## src/rtl/i2c_port_target.sv

```systemverilog
module i2c_port_target #(
  parameter bit ALT_PREFIX = 1'b0
) (
  input  logic       clk,
  input  logic       rst_n,
  input  logic       scl_i,
  input  logic       sda_i,
  output logic       sda_oe,
  input  logic [2:0] strap,
  input  logic [7:0] port_in,
  output logic       wr_stb,
  output logic [7:0] wr_data
);
  localparam logic [3:0] PREFIX = ALT_PREFIX ? 4'b0111 : 4'b0100;

  typedef enum logic [2:0] {IDLE, ADDR, AACK, WDAT, WACK, RDAT, RACK, SKIP} st_t;

  st_t        st;
  logic [2:0] scl_p, sda_p;
  logic [3:0] cnt;
  logic [7:0] sh, tx;
  logic       rw, mack;

  wire scl_s = scl_p[1];
  wire scl_q = scl_p[2];
  wire sda_s = sda_p[1];
  wire sda_q = sda_p[2];

  wire start    = scl_s & scl_q & sda_q & ~sda_s;
  wire stop     = scl_s & scl_q & ~sda_q & sda_s;
  wire scl_rise = scl_s & ~scl_q;
  wire scl_fall = ~scl_s & scl_q;
  wire hit      = (sh[7:1] == {PREFIX, strap});

  always_ff @(posedge clk or negedge rst_n) begin
    if (!rst_n) begin
      scl_p <= 3'b111;
      sda_p <= 3'b111;
    end else begin
      scl_p <= {scl_p[1:0], scl_i};
      sda_p <= {sda_p[1:0], sda_i};
    end
  end

  always_ff @(posedge clk or negedge rst_n) begin
    if (!rst_n) begin
      st      <= IDLE;
      cnt     <= '0;
      sh      <= '0;
      tx      <= '1;
      rw      <= 1'b0;
      mack    <= 1'b0;
      sda_oe  <= 1'b0;
      wr_stb  <= 1'b0;
      wr_data <= 8'hFF;
    end else begin
      wr_stb <= 1'b0;
      if (start) begin
        st     <= ADDR;
        cnt    <= '0;
        sda_oe <= 1'b0;
      end else if (stop) begin
        st     <= IDLE;
        sda_oe <= 1'b0;
      end else begin
        case (st)
          ADDR, WDAT: begin
            if (scl_rise) begin
              sh  <= {sh[6:0], sda_s};
              cnt <= cnt + 4'd1;
            end else if (scl_fall && cnt == 4'd8) begin
              if (st == WDAT) begin
                sda_oe <= 1'b1;
                st     <= WACK;
              end else if (hit) begin
                sda_oe <= 1'b1;
                rw     <= sh[0];
                st     <= AACK;
              end else begin
                st <= SKIP;
              end
            end
          end
          AACK: begin
            if (scl_rise) begin
              tx <= port_in;
            end else if (scl_fall) begin
              cnt <= '0;
              if (rw) begin
                st     <= RDAT;
                sda_oe <= ~tx[7];
              end else begin
                st     <= WDAT;
                sda_oe <= 1'b0;
              end
            end
          end
          WACK: begin
            if (scl_fall) begin
              sda_oe  <= 1'b0;
              wr_stb  <= 1'b1;
              wr_data <= sh;
              cnt     <= '0;
              st      <= WDAT;
            end
          end
          RDAT: begin
            if (scl_rise) begin
              cnt <= cnt + 4'd1;
            end else if (scl_fall) begin
              if (cnt == 4'd8) begin
                sda_oe <= 1'b0;
                st     <= RACK;
              end else begin
                sda_oe <= ~tx[6];
                tx     <= {tx[6:0], 1'b1};
              end
            end
          end
          RACK: begin
            if (scl_rise) begin
              mack <= ~sda_s;
              tx   <= port_in;
            end else if (scl_fall) begin
              cnt <= '0;
              if (mack) begin
                st     <= RDAT;
                sda_oe <= ~tx[7];
              end else begin
                st <= SKIP;
              end
            end
          end
          default: ;
        endcase
      end
    end
  end
endmodule

```

## config.mk

```make
export PLATFORM = sky130hd
export DESIGN_NAME = i2c_port_target
export DESIGN_NICKNAME = d
export VERILOG_FILES = /design/src/rtl/i2c_port_target.sv
export SDC_FILE = /design/constraint.sdc
export NUM_CORES = 1
export LEC_CHECK = 0
export ABC_AREA = 0
export BUFFER_PORTS_ARGS = -buffer_cell sky130_fd_sc_hd__buf_4
export CORE_ASPECT_RATIO = 0.9
export CORE_UTILIZATION = 51
export DETAILED_ROUTE_END_ITERATION = 16
export GPL_TIMING_DRIVEN = 1
export PLACE_DENSITY = 0.84
export SLEW_MARGIN = 15
export SYNTH_ARGS = -nofsm -noshare
export SYNTH_HDL_FRONTEND = slang
export SYNTH_SLANG_ARGS = --single-unit
```

## constraint.sdc

```tcl
create_clock -name clk -period 2.03 [get_ports clk]
set_clock_uncertainty 0.2 [all_clocks]
set_input_delay 0.203 -clock clk [delete_from_list [all_inputs] [get_ports clk]]
set_output_delay 0.203 -clock clk [all_outputs]
set_load 0.02 [all_outputs]
```

==> results of run 1 <==
layer usage:
layer / vias to the layer above / GRT usage, % / wire (um)
met4: 0 / 8.63 / 51
met2: 43 / 31.8 / 1820
met5: - / 0 / 0
li1: 694 / - / -
met3: 8 / 4.74 / 164
met1: 707 / 28.3 / 1780
per-stage QoR:
step                      cells  power [mW]
after floorplan             173        1.97
after global placement      243        2.18
after detailed placement    243        2.22
after CTS                   255        3.02
after global routing        256        3.22
final                       256        3.01
flip-flops by register name (all words and copies together) (netlist names), 3 cells and up:
| name | count |
|---|---|
| st | 3 |
| sda_p | 3 |
| wr_data | 8 |
| sh | 8 |
| tx | 8 |
| cnt | 4 |
| scl_p | 3 |
cell type report:
type	count	area share (%)
multi-input combinational	121	37.4
clock inverter	3	2.79
tap	46	2.34
clock buffer	5	2.79
timing repair buffer	35	11.1
inverter	5	0.761
sequential	41	42.8
tightest hold or removal path: stages:
cell and delay (ns):
buf_4 0.11, mux2i_1 0.11, o21ai_0 0.08
final timing paths:
kind	from	end	slack [ns]	depth (start not counted)
hold / removal	port_in[5]	tx[5]$_DFFE_PN1P_	0.01	3
max in group asynchronous	rst_n	st[2]$_DFFE_PN0P_	1.05	2
min in group asynchronous	rst_n	st[0]$_DFFE_PN0P_	0.22	2
setup reg to reg	cnt[1]$_DFFE_PN0P_	st[1]$_DFFE_PN0P_	0.08	6
hold reg to reg	sda_p[0]$_DFF_PN1_	sda_p[1]$_DFF_PN1_	0.16	0
setup / recovery	cnt[1]$_DFFE_PN0P_	st[1]$_DFFE_PN0P_	0.08	6
cell usage in the layout (no fill, tap or decap), types with 3 or more instances in the layout:
master	synthesis	routed
dfstp_2	22	22
nor2_1	5	5
clkbuf_8	0	5
inv_1	5	5
mux2i_1	8	8
nor3_1	3	3
nand2b_1	3	3
o21ai_0	13	13
nand2_1	15	15
dfrtp_1	19	17
a21oi_1	7	7
dlygate4sd3_1	0	4
xnor2_1	4	4
mux2_2	17	17
buf_4	4	31
nand3_1	5	5
repair_timing:
item	in CTS	in global routing
gates resized for setup	0	2
endpoints found under the hold margin	22	0
setup buffers	0	1
hold buffers	4	0
endpoints found under the setup margin	0	10
cell families after synthesis:
logic type | synth area share (%)
buf+inv | 2.89
flops | 51.8
compound gates | 11.3
mux | 13.9
simple gates | 17.2
fa+ha+maj | 1.23
xor+xnor | 1.72
report_power, final:
part | leakage (nW) | switching [mW] | internal (mW)
clock network | 0.0687 | 0.283 | 0.495
logic | 0.540 | 0.471 | 0.455
registers | 0.475 | 0.222 | 1.09
==> run metrics, run 1 <==
run status=finished, final reports clean; initial core utilization=54.1%; Clock Tree Buf Depth=2; hold_ws=~0.012 ns; CP Buf/Inv Count=1; GP Congestion=0.831; post-synth top area share=28.4%; CTS tree=yes; Placeable Area=3760 um2; Final WS setup=0.0829 ns; syn_nets=190; Total Wirelength=3810 um; CTS Buf Count=5; Final setup viols=0; detailed placement HPWL=2560 um; Max-Cap Viols=0; count leader, synth=dfstp_2; top cells by area, synth=dfstp_2 28%, dfrtp_1 23%, mux2_2 9.4%, mux2i_1 3.9%, o21ai_0 3.2%; Synth warnings=0; WS Path Type=reg -> reg; post-route ant nets=0; slowest CP cell=dfrtp_1; first-pass GRT wire length=around 6300 um; Worst Path Required=2.00 ns; vias in the first global route=1394; routed via count=1452; Avg Inst Size Synth=11.8 um2; Filler Cells Inserted=295; utilization after layout=approximately 66%; Peak VDD IR=~720 uV; final hold vios=0; Min Clock Period, post-route=1.95 ns; largest net degree at the start of global routing=42; max-slew violation count=0; Rel. slew slack=66.8%; initial antenna violation count=0; synthesized instance count=173; Pwr Density=~1200 nW/um2; slowest cell delay on critical path=0.40 ns; DIE WIDTH=68.6 um; post-synthesis sequential area ratio=between 50% and 60%; Unique masters post-synth=47; CP endpoint kind=flip-flop; Fmax=0.514 GHz; n_diodes=0; Post-synth EDFFs=0; top cell types by occurrence after synthesis=22 x dfstp_2, 19 x dfrtp_1, 17 x mux2_2, 15 x nand2_1, 13 x o21ai_0; fraction of layout cells with a size suffix above 1=44.8%; synthesized cell area=between 2000 and 2500 um2; FP Rows=21; ys async rst share=100%; full die area=4250 um2; register area=1060 um2; Final Net Count=226; CTS HTree Levels=2; Ports=25; setup slack at placement=0.0921 ns; Yosys top cell by area=dfstp_2; Post-Place Cell Area=between 2000 and 2500 um2; leakage power=around 1.1 nW; Tightest Hold Check Type=in -> reg; total grt overflow=0; CP Launch Type=flip-flop; WP data arrival=1.92 ns; fin crit share=around 96%; #FFs+latches synth=41; Vias/cell=5.67; final instance area=2460 um2; drt first pass iters=4; PortBufs=24; clk sinks=between 40 and 50; Total Routing Usage GR=approximately a fifth; setup tns final=0 ns; CTS root buf=clkbuf_8; CP max FO=4; DR WL/cell=roughly 15 um; Top Family by Delay on Critical Path=simple AND/OR/NAND/NOR gates; cells along the critical path=inv_1 > ha_1 > and3b_1 > and4_1 > nor3_2 > mux2_1; chip height=61.9 um; # DRC=0; area used by multi-input combinational logic=922 um2; Worst-Skew Late Latency=0.29 ns; Top FF cell, synth=dfstp_2; clk slew on worst S/H paths=0.08 ns; Initial DRC Count=53; Worst-Margin Slew=0.498 ns; Area growth syn-to-layout=21.2%
(Power assumes the default switching activity.)
==> run 2: changes to the inputs <==
- CORE_ASPECT_RATIO: 0.9 -> not set
==> run metrics, run 2 (synthesis gave the netlist of run 1 again) <==
CP endpoint kind=flip-flop; detailed placement HPWL=2690 um (+5.1%); Filler Cells Inserted=307 (+4.1%); worst hold start=port_in[1]; GP Congestion=0.871 (+4.8%); commonest non-fill, non-tap cell in the layout=buf_4; RSZ-0062 raised after global routing=false; Area growth syn-to-layout=19.0%; # DRC=0 (unchanged); CP max FO=4 (unchanged); setup tns final=0 ns (unchanged); CTS root buf=clkbuf_8; met3 wire len=175 um (+6.7%); WP data arrival=1.91 ns (about the same); most frequent cells in the layout=32 x buf_4, 22 x dfstp_2, 18 x dfrtp_1, 17 x mux2_2, 15 x nand2_1; PortBufs=24 (unchanged); Worst Path Required=2.00 ns (about the same); clk sinks=41 (unchanged); clk slew on worst S/H paths=0.07 ns (about the same); slowest cell delay on critical path=0.39 ns (about the same); full die area=4250 um2 (about the same); Finished Layout Cells=259 (+1.2%); Peak VDD IR=709 uV (-2.1%); Final Net Count=227 (+0.44%); Register-to-Register Path Depth=6 (unchanged); WS Path Type=reg -> reg; post-route ant nets=0 (unchanged); FP Rows=22 (+4.8%); cells along the critical path=inv_1 > ha_1 > and3b_1 > and4_1 > nor3_2 > mux2_1; CP Launch Type=flip-flop; DIE WIDTH=65.2 um (-5.0%); run status=finished, final reports clean; Initial DRC Count=44 (-17%); biggest regs=sh x8, tx x8, wr_data x8; Placed Cells=246 (+1.2%); n_diodes=0 (unchanged); total grt overflow=0 (unchanged); Final setup viols=0 (unchanged); Total Routing Usage GR=20.8% (+0.15 points); Worst-Skew Late Latency=0.30 ns (about the same); Ports=25 (unchanged); metal2 WL=1850 um (+1.9%); Hold Path Depth=3 (unchanged); leakage power=1.06 nW (-1.9%); largest net degree at the start of global routing=42 (unchanged); WL met1=1770 um (-0.62%); Rel. slew slack=67.3% (+0.49 points); Pwr Density=1150 nW/um2 (-6.0%); CTS HTree Levels=2 (unchanged); Max-Cap Viols=0 (unchanged); CTS tree=yes; DR WL/cell=15.0 um (+0.71%); DR top layer=met4; Placeable Area=3740 um2 (-0.37%); drt first pass iters=4 (unchanged); chip height=65.2 um (+5.2%); CTS Buf Count=5 (unchanged); initial core utilization=54.3% (+0.20 points); R2R Path End=st[1]$_DFFE_PN0P_; vias in the first global route=1438 (+3.2%); Worst-Margin Slew=0.490 ns (-0.00728 ns); max-slew violation count=0 (unchanged); slowest CP cell=dfrtp_1; Total Wirelength=3880 um (+1.9%); r2r startpoint=cnt[0]$_DFFE_PN0P_; initial antenna violation count=0 (unchanged); fraction of layout cells with a size suffix above 1=43.6% (-1.2 points); Clock Tree Buf Depth=2 (unchanged); Min Clock Period, post-route=1.94 ns (-0.00449 ns); Fmax=0.515 GHz (+0.23%); Tightest Hold Check Type=in -> reg; final hold vios=0 (unchanged); first-pass GRT wire length=6650 um (+5.6%); routed via count=1461 (+0.62%); R2R Setup Slk=0.09 ns (about the same); fin crit share=95.7% (-0.22 points); Vias/cell=5.64 (-0.55%); Hold EP=tx[1]$_DFFE_PN1P_
## run 2: cell count changes in the layout (fill, tap and decap cells not counted)
cell       delta
bufinv_16     -2
buf_4         +1
clkbuf_1      +2
clkinv_4      +1
dfrtp_1       +1
inv_6         -1
dfrtp_2       -1
## run 2: final cells by class
cell class | instances | area [um2] | area share [%]
clock buffers | 7 | 76.3 | 3.15
clock inverters | 1 | 8.76 | 0.362
inverters | 5 | 18.8 | 0.775
multi-input cells | 121 | 922 | 38.1
flip-flops and latches | 41 | 1050 | 43.6
well taps | 48 | 60.1 | 2.48
repair buffers | 36 | 280 | 11.6
## run 2: report_power, final
group / internal [mW] / leakage [nW] / switching [mW] / total (mW)
Sequential: 1.09 / 0.476 / 0.207 / 1.29
Clock: 0.246 / 0.0424 / 0.276 / 0.522
Combinational: 0.467 / 0.544 / 0.498 / 0.966
## run 2: routing by layer
layer | GRT usage [%] | up-vias
li1 | - | 701
met1 | 27.1 | 708
met2 | 32.3 | 41
met3 | 5.90 | 11
met4 | 9.24 | 0
met5 | 0 | -
## run 2: how the worst max path moves through the flow
stage | start | endpoint | slack, ns | cells after the start
global placement | cnt[0]$_DFFE_PN0P_ | st[1]$_DFFE_PN0P_ | 0.16 | 6
finish | cnt[0]$_DFFE_PN0P_ | st[1]$_DFFE_PN0P_ | 0.09 | 6
CTS | cnt[0]$_DFFE_PN0P_ | st[1]$_DFFE_PN0P_ | 0.09 | 6
detailed placement | cnt[0]$_DFFE_PN0P_ | st[1]$_DFFE_PN0P_ | 0.11 | 6
global route | cnt[0]$_DFFE_PN0P_ | st[1]$_DFFE_PN0P_ | 0.008 | 6
floorplan | cnt[0]$_DFFE_PN0P_ | st[1]$_DFFE_PN0P_ | 0.13 | 6
## run 2: worst max-delay path: cells and delay by family (launching register included)
| family | cells | cell delay, ns |
|---|---|---|
| simple gates | 3 | 0.62 |
| fa+ha+maj | 1 | 0.20 |
| buf+inv | 1 | 0.06 |
| flops | 1 | 0.39 |
| mux | 1 | 0.35 |
## run 2: timing repair
action                     in CTS  in global routing
setup endpoints to repair       0                  2
gates resized for setup         0                  1
hold buffers                    4                  0
buffers inserted                0                  1
hold endpoints to repair       22                  0
## run 2: metrics by stage
step / hold slack [ns] / cell area (um2) / util (%) / worst slack (ns) / power [mW]
final: 0.0111 / 2420 / 64.7 / 0.0874 / 2.78
after detailed placement: 0.00898 / 2290 / 61.1 / 0.114 / 2.24
after floorplan: -0.293 / 2030 / - / 0.135 / 1.97
after global placement: 0.00404 / 2290 / 61.1 / 0.161 / 2.20
after global routing: 0.0269 / 2420 / 64.7 / 0.00761 / 2.97
after CTS: 0.00353 / 2410 / 64.4 / 0.0894 / 2.77
